[src/rtl/sorter_pkg.sv]
package sorter_pkg;
  typedef enum logic [2:0] {
    ST_IDLE,
    ST_LDA,
    ST_LDB,
    ST_CMP,
    ST_WRI,
    ST_WRJ,
    ST_RLA,
    ST_DONE
  } sort_state_e;
endpackage

[src/rtl/sort_regfile.sv]
module sort_regfile #(
  parameter int DATA_W = 8,
  parameter int ADDR_W = 2
) (
  input  logic              clk_i,
  input  logic              rst_ni,
  input  logic              we_i,
  input  logic [ADDR_W-1:0] waddr_i,
  input  logic [DATA_W-1:0] wdata_i,
  input  logic [ADDR_W-1:0] raddr_a_i,
  input  logic [ADDR_W-1:0] raddr_b_i,
  output logic [DATA_W-1:0] rdata_a_o,
  output logic [DATA_W-1:0] rdata_b_o
);
  localparam int K = 1 << ADDR_W;

  logic [DATA_W-1:0] mem_q [K];

  for (genvar g = 0; g < K; g++) begin : g_word
    always_ff @(posedge clk_i or negedge rst_ni) begin
      if (!rst_ni)
        mem_q[g] <= '0;
      else if (we_i && (waddr_i == ADDR_W'(g)))
        mem_q[g] <= wdata_i;
    end
  end

  assign rdata_a_o = mem_q[raddr_a_i];
  assign rdata_b_o = mem_q[raddr_b_i];
endmodule

[src/rtl/sort_datapath.sv]
module sort_datapath #(
  parameter int DATA_W = 8
) (
  input  logic              clk_i,
  input  logic              rst_ni,
  input  logic              ld_a_i,
  input  logic              ld_b_i,
  input  logic              sel_b_i,
  input  logic [DATA_W-1:0] word_i_i,
  input  logic [DATA_W-1:0] word_j_i,
  output logic              b_lt_a_o,
  output logic [DATA_W-1:0] wdata_o
);
  logic [DATA_W-1:0] a_q, b_q;

  always_ff @(posedge clk_i or negedge rst_ni) begin
    if (!rst_ni) begin
      a_q <= '0;
      b_q <= '0;
    end else begin
      if (ld_a_i) a_q <= word_i_i;
      if (ld_b_i) b_q <= word_j_i;
    end
  end

  // unsigned, strict: equal words stay put
  assign b_lt_a_o = b_q < a_q;
  assign wdata_o  = sel_b_i ? b_q : a_q;
endmodule

[src/rtl/sort_ctrl.sv]
module sort_ctrl
  import sorter_pkg::*;
#(
  parameter int ADDR_W = 2
) (
  input  logic              clk_i,
  input  logic              rst_ni,
  input  logic              mode_i,
  input  logic              start_i,
  input  logic              b_lt_a_i,
  output logic              ld_a_o,
  output logic              ld_b_o,
  output logic              wr_i_o,
  output logic              wr_j_o,
  output logic [ADDR_W-1:0] i_idx_o,
  output logic [ADDR_W-1:0] j_idx_o,
  output logic              idle_o,
  output logic              busy_o,
  output logic              done_o
);
  localparam int K = 1 << ADDR_W;
  localparam logic [ADDR_W-1:0] LAST_J = ADDR_W'(K - 1);
  localparam logic [ADDR_W-1:0] LAST_I = ADDR_W'(K - 2);

  sort_state_e st_q, st_d;
  logic [ADDR_W-1:0] i_q, i_d, j_q, j_d;

  always_comb begin
    st_d = st_q;
    i_d  = i_q;
    j_d  = j_q;
    unique case (st_q)
      ST_IDLE: if (mode_i && start_i) begin
        i_d  = '0;
        st_d = ST_LDA;
      end
      ST_LDA: begin
        j_d  = i_q + 1'b1;
        st_d = ST_LDB;
      end
      ST_LDB: st_d = ST_CMP;
      ST_WRI: st_d = ST_WRJ;
      ST_WRJ: st_d = ST_RLA;
      ST_CMP, ST_RLA: begin
        if (st_q == ST_CMP && b_lt_a_i) begin
          st_d = ST_WRI;
        end else if (j_q != LAST_J) begin
          j_d  = j_q + 1'b1;
          st_d = ST_LDB;
        end else if (i_q != LAST_I) begin
          i_d  = i_q + 1'b1;
          st_d = ST_LDA;
        end else begin
          st_d = ST_DONE;
        end
      end
      ST_DONE: if (!start_i) st_d = ST_IDLE;
      default: st_d = ST_IDLE;
    endcase
  end

  always_ff @(posedge clk_i or negedge rst_ni) begin
    if (!rst_ni) begin
      st_q <= ST_IDLE;
      i_q  <= '0;
      j_q  <= '0;
    end else begin
      st_q <= st_d;
      i_q  <= i_d;
      j_q  <= j_d;
    end
  end

  assign ld_a_o  = (st_q == ST_LDA) || (st_q == ST_RLA);
  assign ld_b_o  = (st_q == ST_LDB);
  assign wr_i_o  = (st_q == ST_WRI);
  assign wr_j_o  = (st_q == ST_WRJ);
  assign i_idx_o = i_q;
  assign j_idx_o = j_q;
  assign idle_o  = (st_q == ST_IDLE);
  assign done_o  = (st_q == ST_DONE);
  assign busy_o  = !idle_o && !done_o;
endmodule

[src/rtl/reg_exchange_sorter.sv]
module reg_exchange_sorter #(
  parameter int DATA_W = 8,
  parameter int ADDR_W = 2
) (
  input  logic              clk_i,
  input  logic              rst_ni,
  input  logic              mode_i,
  input  logic              wr_en_i,
  input  logic              rd_en_i,
  input  logic [ADDR_W-1:0] addr_i,
  input  logic [DATA_W-1:0] data_i,
  input  logic              start_i,
  output logic [DATA_W-1:0] data_o,
  output logic              done_o
);
  logic              ld_a, ld_b, wr_i, wr_j, b_lt_a;
  logic              idle_w, busy_w, done_w;
  logic [ADDR_W-1:0] i_idx, j_idx, raddr_a, waddr;
  logic [DATA_W-1:0] word_i, word_j, dp_wdata, wdata;
  logic              host_wr, host_rd, rf_we;
  logic [DATA_W-1:0] data_q;

  assign host_wr = idle_w && !mode_i && wr_en_i;
  assign host_rd = idle_w && !mode_i && rd_en_i;
  assign rf_we   = host_wr || wr_i || wr_j;
  assign waddr   = wr_i ? i_idx : (wr_j ? j_idx : addr_i);
  assign wdata   = (wr_i || wr_j) ? dp_wdata : data_i;
  assign raddr_a = idle_w ? addr_i : i_idx;

  sort_ctrl #(.ADDR_W(ADDR_W)) u_ctrl (
    .clk_i    (clk_i),
    .rst_ni   (rst_ni),
    .mode_i   (mode_i),
    .start_i  (start_i),
    .b_lt_a_i (b_lt_a),
    .ld_a_o   (ld_a),
    .ld_b_o   (ld_b),
    .wr_i_o   (wr_i),
    .wr_j_o   (wr_j),
    .i_idx_o  (i_idx),
    .j_idx_o  (j_idx),
    .idle_o   (idle_w),
    .busy_o   (busy_w),
    .done_o   (done_w)
  );

  sort_regfile #(.DATA_W(DATA_W), .ADDR_W(ADDR_W)) u_rf (
    .clk_i     (clk_i),
    .rst_ni    (rst_ni),
    .we_i      (rf_we),
    .waddr_i   (waddr),
    .wdata_i   (wdata),
    .raddr_a_i (raddr_a),
    .raddr_b_i (j_idx),
    .rdata_a_o (word_i),
    .rdata_b_o (word_j)
  );

  sort_datapath #(.DATA_W(DATA_W)) u_dp (
    .clk_i    (clk_i),
    .rst_ni   (rst_ni),
    .ld_a_i   (ld_a),
    .ld_b_i   (ld_b),
    .sel_b_i  (wr_i),
    .word_i_i (word_i),
    .word_j_i (word_j),
    .b_lt_a_o (b_lt_a),
    .wdata_o  (dp_wdata)
  );

  always_ff @(posedge clk_i or negedge rst_ni) begin
    if (!rst_ni)      data_q <= '0;
    else if (host_rd) data_q <= word_i;
  end

  assign data_o = data_q;
  assign done_o = done_w;
endmodule

[config.mk]
export PLATFORM = sky130hd
export DESIGN_NAME = reg_exchange_sorter
export DESIGN_NICKNAME = d
export VERILOG_FILES = /design/src/rtl/sorter_pkg.sv /design/src/rtl/sort_regfile.sv /design/src/rtl/sort_datapath.sv /design/src/rtl/sort_ctrl.sv /design/src/rtl/reg_exchange_sorter.sv
export SDC_FILE = /design/constraint.sdc
export NUM_CORES = 1
export LEC_CHECK = 0
export BUFFER_PORTS_ARGS = -buffer_cell sky130_fd_sc_hd__buf_4
export CELL_PAD_IN_SITES_DETAIL_PLACEMENT = 2
export CELL_PAD_IN_SITES_GLOBAL_PLACEMENT = 2
export CORE_MARGIN = 2
export CORE_UTILIZATION = 42
export DETAILED_ROUTE_END_ITERATION = 16
export GPL_TIMING_DRIVEN = 0
export PLACE_DENSITY = 0.83
export REMOVE_ABC_BUFFERS = 1
export SETUP_SLACK_MARGIN = 0.3
export SKIP_CTS_REPAIR_TIMING = 1
export SLEW_MARGIN = 20
export SYNTH_ARGS = -nofsm -noshare
export SYNTH_HDL_FRONTEND = slang
export SYNTH_SLANG_ARGS = --single-unit
[constraint.sdc]
create_clock -name clk_i -period 2.7 [get_ports clk_i]
set_clock_uncertainty 0.1 [all_clocks]
set_input_delay 0 -clock clk_i [delete_from_list [all_inputs] [get_ports clk_i]]
set_output_delay 0 -clock clk_i [all_outputs]
set_load 0.05 [all_outputs]
# Yosys cells after proc, flatten, opt, wreduce, memory -nomap -nowiden
# Index checks and enable logic that the tools add are counted.
[classes]
add_sub_neg = 2
n_lt_le_gt_ge = 3
n_eq_ne = 18
mux = 25
n_bitwise = 2
reduce_logical = 22
[op_table]
columns = ["operator", "n"]
rows = [
  ["$mux 8", 6],
  ["$bmux 8 s2", 2],
  ["$pmux 3 s7", 1],
  ["$mux 2", 9],
  ["$mux 3", 5],
  ["$eq 3x3->1 const B", 4],
  ["$ne 2x2->1 const B", 5],
  ["$logic_and 1x1->1", 9],
  ["$lt 8x8->1", 1],
  ["$pmux 2 s2", 2],
  ["$eq 3x2->1 const B", 2],
  ["$ge 3x3->1 const B", 2],
  ["$ne 2x1->1 const B", 3],
  ["$not 2->3", 2],
  ["$reduce_and 5->1", 1],
  ["$add 2x1->2 const B", 2],
  ["$eq 2x2->1 const B", 2],
  ["$logic_or 1x1->1", 4],
  ["$reduce_bool 2->1", 2],
  ["$eq 3x1->1 const B", 1],
  ["$logic_not 3->1", 1],
  ["$reduce_and 3->1", 1],
  ["$eq 2x1->1 const B", 1],
  ["$logic_not 2->1", 1],
  ["3 further kinds", 3],
]
[totals]
ff_bits = 63
in_bits = 16
out_inout_bits = 9
wordCells = 82

# Depth between registers and ports, before layout
# Gate-level depths: netlist (run 1).
[depth]
word_depth = 6
mapped_depth = 8
mapped_depth_nobuf = 7

# Modules after synthesis
# Synthesis (run 1) repeated with hierarchy kept, for this count alone.
[unflattened]
hier_cells = 268
area_unflattened_um2 = 3413.3
[modules_own_cells]
columns = ["mod", "instances", "cells_each", "area_each_um2"]
rows = [
  ["sort_regfile", 1, 88, 1590.3],
  ["sort_datapath", 1, 82, 827.0],
  ["sort_ctrl", 1, 62, 513.0],
  ["reg_exchange_sorter", 1, 36, 483.0],
]

# Worst setup path after synthesis (run 1)
# OpenSTA, ideal clock, no wires.
[synth_timing]
path_type = "register to register"
start = "register u_ctrl.st_q[1]"
end = "register data_q[1], in the netlist data_o[1]"
setup_ns = 0.125
t_arrival_ns = 2.124
path_slack_ns = 0.351
stages_incl_launch_ff = 6
period_less_slack_ns = 2.349
path_cell_list = "dfrtp_1 > buf_6 > nor3_4 > mux2i_2 > mux4_1 > mux2_2"
[synth_via]
elab_chain_cells = 6
[synth_lines]
columns = ["item", "line", "text"]
rows = [
  ["start: declaration", "sort_ctrl.sv:25", "sort_state_e st_q, st_d;"],
  ["start signal: assignment", "sort_ctrl.sv:68", "st_q <= st_d;"],
  ["$logic_not 3->1 *", "sort_ctrl.sv:80", "assign idle_o = (st_q == ST_IDLE);"],
  ["$mux 2", "reg_exchange_sorter.sv:28", "assign raddr_a = idle_w ? addr_i : i_idx;"],
  ["$not 2->3 (implied by the code)", "sort_regfile.sv:28", "assign rdata_a_o = mem_q[raddr_a_i];"],
  ["$bmux 8 s2", "sort_regfile.sv:28", ""],
  ["$mux 8 (implied by the code) (2 in series)", "sort_regfile.sv:28", ""],
  ["end signal: assignment", "reg_exchange_sorter.sv:73", "else if (host_rd) data_q <= word_i;"],
  ["end: declaration", "reg_exchange_sorter.sv:21", "logic [DATA_W-1:0] data_q;"],
]
# Mark *: on every way between the ends. The rest lies on a longest branch, timed or not. The select of a mux whose other input is x is not followed.
# A chain may end at the register's enable or synchronous reset.

# Final worst setup path (run 1)
[layout_timing]
start = "register u_ctrl.st_q[2]"
end = "register data_q[7], in the netlist data_o[7]"
# The elaborated chain is that of the path after synthesis.

==> results of run 1 <==
cells in the final DEF, fill, tap and decap left out, drive strengths merged, types with 2 or more instances in the layout:
| master | netlist | routed |
|---|---|---|
| mux4 | 16 | 16 |
| a21oi | 6 | 6 |
| nand2b | 4 | 4 |
| ha | 9 | 9 |
| clkbuf | 5 | 10 |
| o21a | 2 | 2 |
| nand4 | 2 | 2 |
| mux2i | 12 | 12 |
| a2111oi | 2 | 2 |
| clkinv | 0 | 3 |
| nor2b | 2 | 2 |
| nor3 | 3 | 3 |
| a21o | 2 | 2 |
| mux2 | 52 | 52 |
| nand3 | 2 | 2 |
| inv | 11 | 11 |
| nand2 | 26 | 26 |
| o21ai | 23 | 23 |
| buf | 7 | 45 |
| nor2 | 9 | 9 |
| bufinv | 0 | 3 |
| dfrtp | 63 | 63 |
cells by family after synthesis:
logic type	Yosys count	share of synthesized area [%]
AO/OA/AOI/OAI	43	7.75
buffers and inverters	23	2.96
AND/OR/NAND/NOR	55	8.11
adder cells (fa/ha/maj)	9	3.29
multiplexers	80	31.6
flip-flops	63	46.1
XOR/XNOR	1	0.256
state kept, by name, summed over array words and instances, names as in the netlist:
name,cells
data_o,8
u_ctrl.i_idx_o,2
u_ctrl.j_idx_o,2
u_ctrl.st_q,3
u_dp.a_q,8
u_dp.b_q,8
u_rf.mem_q,32
Yosys cell counts, types with 2 or more instances:
library cell / n / share of area [%]
sky130_fd_sc_hd__mux2i_1: 11 / 3.2
sky130_fd_sc_hd__buf_2: 3 / 0.44
sky130_fd_sc_hd__buf_1: 2 / 0.22
sky130_fd_sc_hd__ha_1: 9 / 3.3
sky130_fd_sc_hd__nand4_1: 2 / 0.37
sky130_fd_sc_hd__o21ai_0: 22 / 3.2
sky130_fd_sc_hd__nor2_2: 2 / 0.37
sky130_fd_sc_hd__nor2_1: 7 / 0.77
sky130_fd_sc_hd__a21oi_1: 6 / 0.88
sky130_fd_sc_hd__a2111oi_0: 2 / 0.51
sky130_fd_sc_hd__dfrtp_1: 63 / 46
sky130_fd_sc_hd__mux2_2: 52 / 17
sky130_fd_sc_hd__nand2b_1: 4 / 0.73
sky130_fd_sc_hd__nand2_1: 26 / 2.9
sky130_fd_sc_hd__mux4_1: 3 / 2.3
sky130_fd_sc_hd__o21a_1: 2 / 0.44
sky130_fd_sc_hd__nor3_1: 2 / 0.29
sky130_fd_sc_hd__inv_1: 11 / 1.2
sky130_fd_sc_hd__clkbuf_1: 5 / 0.55
sky130_fd_sc_hd__a21o_1: 2 / 0.44
sky130_fd_sc_hd__nand3_1: 2 / 0.29
sky130_fd_sc_hd__nor2b_1: 2 / 0.37
sky130_fd_sc_hd__mux4_2: 13 / 8.6
routing by layer:
metal | GRT usage, % | vias to the layer above | part of all wire [%]
met5 | 0 | - | 0
met4 | 8.94 | 0 | 2.5
met3 | 5.54 | 22 | 2.6
met2 | 44.0 | 59 | 52
met1 | 31.3 | 1358 | 43
li1 | - | 1101 | -
worst max-delay path, stage by stage, from the launching register on:
cell and delay [ns]:
sky130_fd_sc_hd__dfrtp_4 0.56, sky130_fd_sc_hd__nor3_4 0.33, sky130_fd_sc_hd__mux2i_4 0.34, sky130_fd_sc_hd__buf_12 0.16, sky130_fd_sc_hd__mux4_2 0.58, sky130_fd_sc_hd__mux2_2 0.29
where the power goes:
part / leakage [nW] / switching [W] / internal, W / total [W]
clock network: 0.120 / 0.000410 / 0.000612 / 0.00102
registers: 0.762 / 0.000515 / 0.00144 / 0.00195
logic: 0.957 / 0.00174 / 0.00159 / 0.00333
total: 1.84 / 0.00266 / 0.00364 / 0.00631
metrics by stage:
step | hold WS (ns) | instance area (um^2) | total power [W] | TNS (ns)
2_1_floorplan | -0.396 | 3360 | 0.00372 | 0
3_3_place_gp | 0.0478 | 3670 | 0.00438 | -20.59
3_5_place_dp | 0.0486 | 3670 | 0.00463 | -19.09
4_1_cts | -0.337 | 3910 | 0.00572 | -21.06
5_1_grt | 0.0535 | 4170 | 0.00665 | 0
6_report | 0.0212 | 4170 | 0.00631 | 0
cell type report:
class / instances / share of cell area (%)
Clock buffer: 10 / 3.06
Sequential cell: 63 / 38.3
Inverter: 11 / 0.990
Tap cell: 102 / 3.06
Clock inverter: 6 / 2.61
Timing Repair Buffer: 46 / 9.00
Multi-Input combinational cell: 188 / 43.0
final timing paths:
check / from / end / slack, ns
max reg2reg: u_ctrl.st_q[2] / data_o[7] / 0.22
max in group asynchronous: rst_ni / u_ctrl.j_idx_o[0] / 1.69
max: u_ctrl.st_q[2] / data_o[7] / 0.22
min reg2reg: data_o[2] / data_o[2] / 0.41
min: start_i / u_ctrl.st_q[2] / 0.02
min in group asynchronous: rst_ni / u_ctrl.j_idx_o[1] / 0.19
==> summary by stage, run 1 <==
Hold path
Counting instances, the worst hold path has a depth of 4. The tightest min-delay check is of the in -> reg type.

Timing
In the finished design, the share of the clock period the worst path needs comes to 91.7%. Measured against its own limit, the worst slew margin works out to between 30 and 40%. The total count of max-transition violations in the final report is 0. The hold violation count in the final report is 0. The transition time at the pin with the least slew margin is ~1 ns. The routed design could run at a clock period as short as 2.48 ns. The count of final setup violators is 0. The maximum operating frequency is approximately 400 MHz. Setup repair after global routing could not meet its margin everywhere. The final worst-path setup slack is about 0.22 ns.

Synth
The synthesized flop and latch total is between 60 and 70. The count of distinct cell types in the synthesized netlist is between 40 and 50. The share of synthesized area occupied by flip-flops and latches is roughly 46%. During synthesis, Yosys emitted a total of 0 warnings. The leading register cell type out of synthesis is sky130_fd_sc_hd__dfrtp_1. The instance count of the mapped netlist is ~270. Dividing the synthesized area by the synthesized cell count gives approximately 12 um^2. The synthesized netlist occupies a cell area of 3420 um^2. Of all flip-flops after synthesis, the portion carrying an async set or reset was 100%. The number of enable-type register cells in the synthesized netlist is 0.

Clocking
The tree is rooted in a sky130_fd_sc_hd__clkbuf_8. The H-tree was split into 3 levels. The total number of clock tree sinks is 63. The number of buffers created by CTS is 9. The clock-pin slew on the worst setup and hold paths is 0.08 ns. The clock tree from TritonCTS is built. The clock insertion delay at the later pin of the skew report is ~0.36 ns. In this run the deepest clock path goes through 2 buffers.

Drt
The final wirelength is between 10 and 15 mm. The first detailed-routing pass ran for 4 iterations. Dividing the detail-routed wire length by the instance count gives roughly 28 um. After detailed routing, the number of remaining DRC violations is 0.

The total via count in the routed design is about 2,500. The routed via count divided by cell count is a little under 6. In this run the remaining antenna-violating nets after routing total 0. After the first detailed-routing iteration, the DRC count stood at approximately 130.

Worst setup path
The cell count of the worst reg-to-reg path is 5. The start-to-end type of the worst setup path is reg -> reg. STA classifies the critical path endpoint as a register. The arrival time at the worst endpoint is 2.63 ns. STA classifies the critical path startpoint as a register.

In this run the worst path has a maximum fanout of 8. STA puts the critical path data required time at around 2.9 ns.

Floorplanning
The core area is 7810 um^2. The width of the die is around 94 um. The initial utilization of the core area, before any placement, comes to between 40% and 50%. The die area is roughly 9000 um^2. The number of primary I/O pins is 25. The number of cell rows is 32. From bottom edge to top edge, the die measures 94.3 um.

Global routing
The global routing usage summed across all routing layers is about a quarter. The number of antenna violations at the first check in global routing was 0. The sum of overflow across all layers after global routing is 0. The first global-routing pass estimated ~16 mm of wire. Entering global routing, the biggest net connects 64 pins. The number of global-route vias before repair is roughly 2,800.

Status
The run finished with clean final reports.

Power and ir drop
For this design the static power due to leakage is approximately 1.8 nW. The power per standard cell area is 1510 nW/um^2. The worst IR drop on VDD is just under 600 uV.

Cells and area
The area taken by flip-flops and latches is about 1600 um^2. In the final layout, the multi-input gates occupy 1790 um^2. After filler insertion, the fill cell instance count of the layout stands at 747. The post-route netlist has between 40% and 50% of its cells at a drive strength greater than 1. The final layout contains ~340 nets.

From synthesis to final layout, the design area changed by 21.8%. The number of cells in the finished layout apart from fillers is about 430. The share of the core filled with cells in the final layout is between 50% and 60%. The repair_antennas step left the layout with diodes totalling 0.

Place
The weighted congestion reported at the end of routability-driven placement is between 0.7 and 0.8. During placement, the flow inserted port buffers numbering 24. The half-perimeter wire length of the detailed placement result is around 6.6 mm. The worst setup timing slack at the placement stage is -0.472 ns. The total placed cells including tap cells is just under 400.

Flow run
The count of max-cap constraint violations is 0.
(Power assumes the default switching activity.)
==> inputs of run 2 (changes only) <==
--- a/config.mk
+++ b/config.mk
@@ -9,10 +9,10 @@
 export CELL_PAD_IN_SITES_DETAIL_PLACEMENT = 2
 export CELL_PAD_IN_SITES_GLOBAL_PLACEMENT = 2
 export CORE_MARGIN = 2
-export CORE_UTILIZATION = 42
+export CORE_UTILIZATION = 33
 export DETAILED_ROUTE_END_ITERATION = 16
 export GPL_TIMING_DRIVEN = 0
-export PLACE_DENSITY = 0.83
+export PLACE_DENSITY = 0.68
 export REMOVE_ABC_BUFFERS = 1
 export SETUP_SLACK_MARGIN = 0.3
 export SKIP_CTS_REPAIR_TIMING = 1
==> summary by stage, run 2 (synthesis results as in run 1) <==
Status
Run status: finished, violations left (was completed). The final reports fail on negative hold slack.

Worst setup path
The start-to-end type of the worst setup path is reg -> reg (unchanged). The startpoint of the lowest-slack register-to-register path is u_ctrl.st_q[1] (was u_ctrl.st_q[2]). By instance count, the cell type seen most on the critical path is sky130_fd_sc_hd__mux2_2. The worst reg2reg path endpoint was u_rf.mem_q[21] (was data_o[7]). The arrival time at the worst endpoint is 2.51 ns (was 2.63 ns). The endpoint class of the critical path is a register (unchanged). Cell Chain, Critical Path: nand2b_4 -> mux2_2 -> nor3b_2 -> nand2_2 -> mux2_2 (was nor3_4 -> mux2i_4 -> buf_12 -> mux4_2 -> mux2_2). The cell class contributing the biggest share of worst-path delay is simple AND/OR/NAND/NOR gates (was multiplexers).

The buffers plus inverters on the worst setup path is 0 (was 1). The highest fanout seen on the critical path came to 21 (was 8). The cell with the largest stage delay on the worst path is sky130_fd_sc_hd__dfrtp_4 (was sky130_fd_sc_hd__mux4_2). The required time of the critical path is 2.83 ns (was 2.85 ns). The critical path launch point type was a register (unchanged).

The cell count of the worst reg-to-reg path is 5 (unchanged). The setup slack of the most critical reg-to-reg path was 0.32 ns (was 0.22 ns). The stage delay of the slowest cell on the critical path is 0.52 ns (was 0.58 ns).

Timing
The worst slew slack as a fraction of its limit came to 41.8% (was 34.0%). The smallest hold slack is -0.0232 ns (was 0.0212 ns). The post-route fraction of the period consumed by the critical path is 88.0% (was 91.7%). The count of final setup violators is 0 (unchanged). The hold violation count in the final report came to 2 (was 0). The total count of max-transition violations in the final report came to 0 (unchanged). The transition time at the pin with the least slew margin is 0.871 ns (was 0.987 ns). Setup repair after global routing missed its margin: yes (unchanged). The final worst-path setup slack is 0.324 ns (was 0.224 ns). The maximum operating frequency is 421 MHz (was 404 MHz). The shortest clock period the worst path allows after layout came to 2.38 ns (was 2.48 ns). The final setup TNS came to 0 ns (unchanged).

Floorplanning
The die area is 11,200 um^2 (was 8890 um^2). The effective utilization at floorplan is 33.6% (was 43.8%). The number of cell rows came to 37 (was 32). The width of the die is 106 um (was 94.3 um). The core area is 10,200 um^2 (was 7810 um^2). The number of primary I/O pins is 25 (unchanged).

The die height came to 106 um (was 94.3 um).

Cells and area
The number of antenna diodes is 0 (unchanged). The area taken by flip-flops and latches came to 1600 um^2 (unchanged). The most common library cell in the layout ignoring fill and taps is sky130_fd_sc_hd__dfrtp_1 (unchanged).

Highest-count cells in the layout ignoring fill and taps: 58 x sky130_fd_sc_hd__dfrtp_1, 52 x sky130_fd_sc_hd__mux2_2, 40 x sky130_fd_sc_hd__buf_4 (was 58 x sky130_fd_sc_hd__dfrtp_1, 52 x sky130_fd_sc_hd__mux2_2, 39 x sky130_fd_sc_hd__buf_4). The number of cells in the finished layout apart from fillers is 458 (was 426). The final-layout fill cell count is 1,053 (was 747). The net total in the final layout came to 344 (unchanged). The register with the most flip-flops is u_rf.mem_q (unchanged).

The number of flip-flops under the largest register name is 32 (unchanged). The area of combinational cells with multiple inputs is 1790 um^2 (about the same). The cell area after layout is 4160 um^2 (was 4170 um^2). The synthesis-to-layout area growth is 21.6% (was 21.8%). The fraction of final layout cells with drive strength greater than 1 is 44.4% (was 45.4%).

Drt
The routed via count divided by cell count is 5.36 (was 5.96). The final wirelength is 10.0 mm (was 11.8 mm). The routed wire length per instance is 21.8 um (was 27.7 um).

The post-detailed-route count of antenna-violating nets came to 0 (unchanged). The count of routing violations after the opening detailed-route iteration is 77 (was 134). The DRC violation count after routing is 0 (unchanged).

The iteration count of the initial detailed-routing pass is 6 (was 4). The total via count in the routed design is 2,453 (was 2,540).

Place
The worst setup timing slack at the placement stage was -0.524 ns (was -0.472 ns). The weighted congestion reported at the end of routability-driven placement is 0.704 (was 0.739). The total placed cells including tap cells is 422 (was 388). The half-perimeter wire length of the detailed placement result is 6.07 mm (was 6.57 mm). The placed instance area came to 3720 um^2 (was 3670 um^2). The number of buffers added on ports is 24 (unchanged).

Global routing
The global routing usage summed across all routing layers is 17.5% (was 25.5%). The largest net degree at the start of global routing is 64 (unchanged). The sum of overflow across all layers after global routing is 0 (unchanged). The first-pass GRT wire length was 14.6 mm (was 16.3 mm). The number of global-route vias before repair is 2,560 (was 2,804). The number of antenna violations at the first check in global routing is 0 (unchanged).

Clocking
The clock-pin slew on the worst setup and hold paths is 0.08 ns (about the same). The H-tree depth was 3 (unchanged). The total number of clock tree sinks was 63 (unchanged). The clock tree from TritonCTS is built (unchanged). The number of buffers created by CTS is 9 (unchanged). The clock insertion delay at the later pin of the skew report is 0.34 ns (was 0.36 ns). The cell at the root of the clock tree is sky130_fd_sc_hd__clkbuf_8 (unchanged). The maximum buffer depth of the clock tree is 2 (unchanged).

Power and ir drop
The power per standard cell area is 1380 nW/um^2 (was 1510 nW/um^2). The worst IR drop on VDD is 340 uV (was 582 uV). The total power was 0.00575 W (was 0.00631 W). The leakage power figure came to 1.81 nW (was 1.84 nW).

Hold path
The worst min-delay path class was in -> reg (unchanged). The worst hold path depth is 4 (unchanged). The hold-critical path endpoint is u_ctrl.st_q[2] (unchanged).

The worst min-delay path startpoint is start_i (unchanged).

Flow run
The count of max-cap constraint violations is 0 (unchanged).
-- run 2: area by class of cell --
| class | instances | share of cell area (%) |
|---|---|---|
| multi-input cells | 188 | 42.9 |
| clock buffers | 10 | 3.07 |
| repair buffers | 46 | 9.44 |
| flip-flops and latches | 63 | 38.3 |
| clock inverters | 4 | 1.17 |
| well taps | 136 | 4.09 |
| inverters | 11 | 0.992 |
-- run 2: worst max path at each step --
stage | startpoint | to | slack (ns) | cells after the start
2_1_floorplan | u_ctrl.st_q[0] | data_o[1] | 0.001 | 4
3_3_place_gp | u_ctrl.st_q[0] | data_o[5] | -0.71 | 4
3_5_place_dp | u_ctrl.st_q[1] | u_rf.mem_q[25] | -0.52 | 5
4_1_cts | u_ctrl.st_q[1] | u_rf.mem_q[7] | -0.56 | 5
5_1_grt | u_ctrl.st_q[1] | u_rf.mem_q[31] | 0.24 | 5
6_report | u_ctrl.st_q[1] | u_rf.mem_q[21] | 0.32 | 5
-- run 2: worst register-to-register path, delay by kind of cell (launching register included) --
family	cells	cell delay (ns)
DFF	1	0.52
muxes	2	0.80
and+or+nand+nor	3	0.86
-- run 2: where the power goes --
part	switching [W]	total, W	internal [W]	leakage [nW]
Sequential	0.000504	0.00194	0.00144	0.762
Clock	0.000390	0.000805	0.000415	0.0920
Combinational	0.00147	0.00301	0.00154	0.961
-- run 2: metal layers --
metal,track usage (%),part of all wire (%),routed length (um)
met2,29.4,51,5140
met5,0,0,0
met3,3.28,2.7,273
met1,23.3,45,4480
met4,4.51,0.96,96
-- run 2: per-stage QoR --
stage                     hold WS, ns  util, %
final                         -0.0232     40.9
after global routing           0.0338     40.9
after CTS                      -0.300     38.3
after detailed placement       0.0710     36.5
after global placement         0.0602     36.5
after floorplan                -0.396        -
==> inputs of run 3 (changes only) <==
--- a/config.mk
+++ b/config.mk
@@ -6,13 +6,11 @@
 export NUM_CORES = 1
 export LEC_CHECK = 0
 export BUFFER_PORTS_ARGS = -buffer_cell sky130_fd_sc_hd__buf_4
-export CELL_PAD_IN_SITES_DETAIL_PLACEMENT = 2
-export CELL_PAD_IN_SITES_GLOBAL_PLACEMENT = 2
 export CORE_MARGIN = 2
 export CORE_UTILIZATION = 33
 export DETAILED_ROUTE_END_ITERATION = 16
 export GPL_TIMING_DRIVEN = 0
-export PLACE_DENSITY = 0.68
+export PLACE_DENSITY = 0.52
 export REMOVE_ABC_BUFFERS = 1
 export SETUP_SLACK_MARGIN = 0.3
 export SKIP_CTS_REPAIR_TIMING = 1
==> summary by stage, run 3 (synthesis results as in run 1) <==
Floorplanning
The core area was 10,200 um^2 (unchanged). The number of primary I/O pins is 25 (unchanged). The die area is 11,200 um^2 (unchanged). The width of the die came to 106 um (unchanged).

The die height came to 106 um (unchanged). The number of cell rows came to 37 (unchanged). The effective utilization at floorplan is 33.6% (unchanged).

Worst setup path
The highest fanout seen on the critical path was 21 (unchanged). The critical path launch point type is a register (unchanged). The start-to-end type of the worst setup path is reg -> reg (unchanged). The endpoint class of the critical path is a register (unchanged). The arrival time at the worst endpoint is 2.47 ns (was 2.51 ns).

The first element of the critical path is u_ctrl.st_q[2] (was u_ctrl.st_q[1]). The stage delay of the slowest cell on the critical path is 0.53 ns (was 0.52 ns). The most common cell type on the critical path is sky130_fd_sc_hd__mux2_2 (unchanged). The cell with the largest stage delay on the worst path is sky130_fd_sc_hd__dfrtp_4 (unchanged).

The setup slack of the most critical reg-to-reg path is 0.35 ns (was 0.32 ns). The required time of the critical path is 2.82 ns (was 2.83 ns). The worst reg2reg path endpoint is u_rf.mem_q[5] (was u_rf.mem_q[21]).

Cell Chain, Critical Path: buf_12 -> nand2b_4 -> mux2_2 -> nand3_1 -> nor2_2 -> mux2_2 (was nand2b_4 -> mux2_2 -> nor3b_2 -> nand2_2 -> mux2_2). The cell count of the worst reg-to-reg path came to 6 (was 5). The capturing element of the worst setup path is u_rf.mem_q[5] (was u_rf.mem_q[21]). The startpoint of the lowest-slack register-to-register path is u_ctrl.st_q[2] (was u_ctrl.st_q[1]).

Timing
The hold violation count in the final report is 1 (was 2). The worst slew slack as a fraction of its limit was 33.7% (was 41.8%). The shortest clock period the worst path allows after layout is 2.35 ns (was 2.38 ns). The smallest hold slack is -0.0189 ns (was -0.0232 ns). The transition time at the pin with the least slew margin is 0.987 ns (was 0.871 ns). The final worst-path setup slack is 0.350 ns (was 0.324 ns).

The count of final setup violators is 0 (unchanged). The total count of max-transition violations in the final report is 0 (unchanged). The post-route fraction of the period consumed by the critical path is 87.0% (was 88.0%). Setup repair after global routing missed its margin: yes (unchanged). The maximum operating frequency is 426 MHz (was 421 MHz).

Place
The number of buffers added on ports is 24 (unchanged). The placed instance area is 3710 um^2 (was 3720 um^2). The half-perimeter wire length of the detailed placement result is 5.21 mm (was 6.07 mm). The worst setup timing slack at the placement stage is -0.366 ns (was -0.524 ns).

The weighted congestion reported at the end of routability-driven placement was 0.739 (was 0.704).

Drt
The count of routing violations after the opening detailed-route iteration is 64 (was 77). The DRC violation count after routing is 0 (unchanged). The final wirelength is 7.97 mm (was 10.0 mm).

The iteration count of the initial detailed-routing pass is 4 (was 6). The total via count in the routed design is 2,345 (was 2,453). The post-detailed-route count of antenna-violating nets is 0 (unchanged). The routed via count divided by cell count is 5.08 (was 5.36). The routed wire length per instance is 17.2 um (was 21.8 um).

Cells and area
The number of antenna diodes is 0 (unchanged). The register with the most flip-flops is u_rf.mem_q (unchanged). The number of flip-flops under the largest register name was 32 (unchanged).

The synthesis-to-layout area growth is 22.0% (was 21.6%). The cell area after layout came to 4180 um^2 (was 4160 um^2). Highest-count cells in the layout ignoring fill and taps: 58 x sky130_fd_sc_hd__dfrtp_1, 49 x sky130_fd_sc_hd__mux2_2, 42 x sky130_fd_sc_hd__buf_4 (was 58 x sky130_fd_sc_hd__dfrtp_1, 52 x sky130_fd_sc_hd__mux2_2, 40 x sky130_fd_sc_hd__buf_4). The most common library cell in the layout ignoring fill and taps was sky130_fd_sc_hd__dfrtp_1 (unchanged). The fraction of final layout cells with drive strength greater than 1 is 44.5% (was 44.4%).

The share of the core filled with cells in the final layout is 41.0% (was 40.9%). The net total in the final layout was 346 (was 344).

Clocking
The number of buffers created by CTS is 9 (unchanged). The H-tree depth is 3 (unchanged). The clock insertion delay at the later pin of the skew report is 0.34 ns (about the same). The clock-pin slew on the worst setup and hold paths is 0.07 ns (was 0.08 ns). The total number of clock tree sinks is 63 (unchanged). The maximum buffer depth of the clock tree is 2 (unchanged). The cell at the root of the clock tree is sky130_fd_sc_hd__clkbuf_8 (unchanged). The clock tree from TritonCTS is built (unchanged).

Global routing
The global routing usage summed across all routing layers is 14.6% (was 17.5%). The largest net degree at the start of global routing came to 64 (unchanged). The number of antenna violations at the first check in global routing was 0 (unchanged). The sum of overflow across all layers after global routing is 0 (unchanged). The first-pass GRT wire length was 12.6 mm (was 14.6 mm). The number of global-route vias before repair is 2,310 (was 2,560).

Hold path
The worst min-delay path startpoint was start_i (unchanged). The worst min-delay path class is in -> reg (unchanged). The worst hold path depth is 4 (unchanged).

Status
Violated checks: negative hold slack (unchanged). Run status: finished, violations left (unchanged).

Power and ir drop
The switching share of power came to 39.2% (was 41.1%). The internal power summed over all cells is 0.00344 W (was 0.00339 W). The net switching power is 0.00223 W (was 0.00236 W).

The leakage power figure is 1.84 nW (was 1.81 nW). The proportion of power drawn by combinational gates is 52.6% (was 52.3%). The portion of total power attributed to the clock network came to 14.2% (was 14.0%). The power per standard cell area was 1360 nW/um^2 (was 1380 nW/um^2). The worst IR drop on VDD is 500 uV (was 340 uV). The part of the power in registers is 33.2% (was 33.7%).

Flow run
The count of max-cap constraint violations was 0 (unchanged).
[run 3: cell types whose count changed in the layout (fill, tap and decap cells not counted), sizes merged]
cell	before	now
clkinv	3	4
clkinvlp	0	1
clkbuf	10	11
buf	45	46
[run 3: worst min path at each step]
stage                                 to
after floorplan                data_o[0]
after global placement         data_o[1]
after detailed placement       data_o[1]
after CTS                 u_rf.mem_q[25]
after global routing      u_ctrl.st_q[2]
final                     u_ctrl.st_q[2]
[run 3: layer usage]
| metal | vias to the layer above | wire (um) | track usage, % |
|---|---|---|---|
| met5 | - | 0 | 0 |
| met1 | 1193 | 3800 | 20.0 |
| met4 | 0 | 116 | 5.45 |
| met2 | 32 | 3910 | 23.7 |
| met3 | 12 | 142 | 1.79 |
| li1 | 1108 | - | - |
[run 3: final cells by class]
class                   count  area (um^2)
clock inverters             6         61.3
flip-flops and latches     63         1590
clock buffers              10          128
fillers                   986         6010
multi-input cells         188         1790
inverters                  11         41.3
repair buffers             48          393
well taps                 136          170
[run 3: worst max-delay path: cells and delay by family (launching register included)]
family,cells,cell delay (ns)
simple gates,3,0.83
mux,2,0.63
flops,1,0.53
buf+inv,1,0.15
[run 3: per-stage QoR]
stage          TNS (ns)  total power, W  std cells
2_1_floorplan         0         0.00372        262
3_3_place_gp     -19.16         0.00440        422
3_5_place_dp     -14.52         0.00445        422
4_1_cts          -15.08         0.00526        438
5_1_grt               0         0.00609        462
6_report              0         0.00567        462
[run 3: power by group through the flow]
stage / logic (W) / clock network [W] / registers, W
floorplan: 0.00173 / 0 / 0.00199
global placement: 0.00247 / 0 / 0.00193
detailed placement: 0.00250 / 0 / 0.00195
CTS: 0.00251 / 0.000819 / 0.00193
global route: 0.00328 / 0.000862 / 0.00196
finish: 0.00298 / 0.000803 / 0.00188
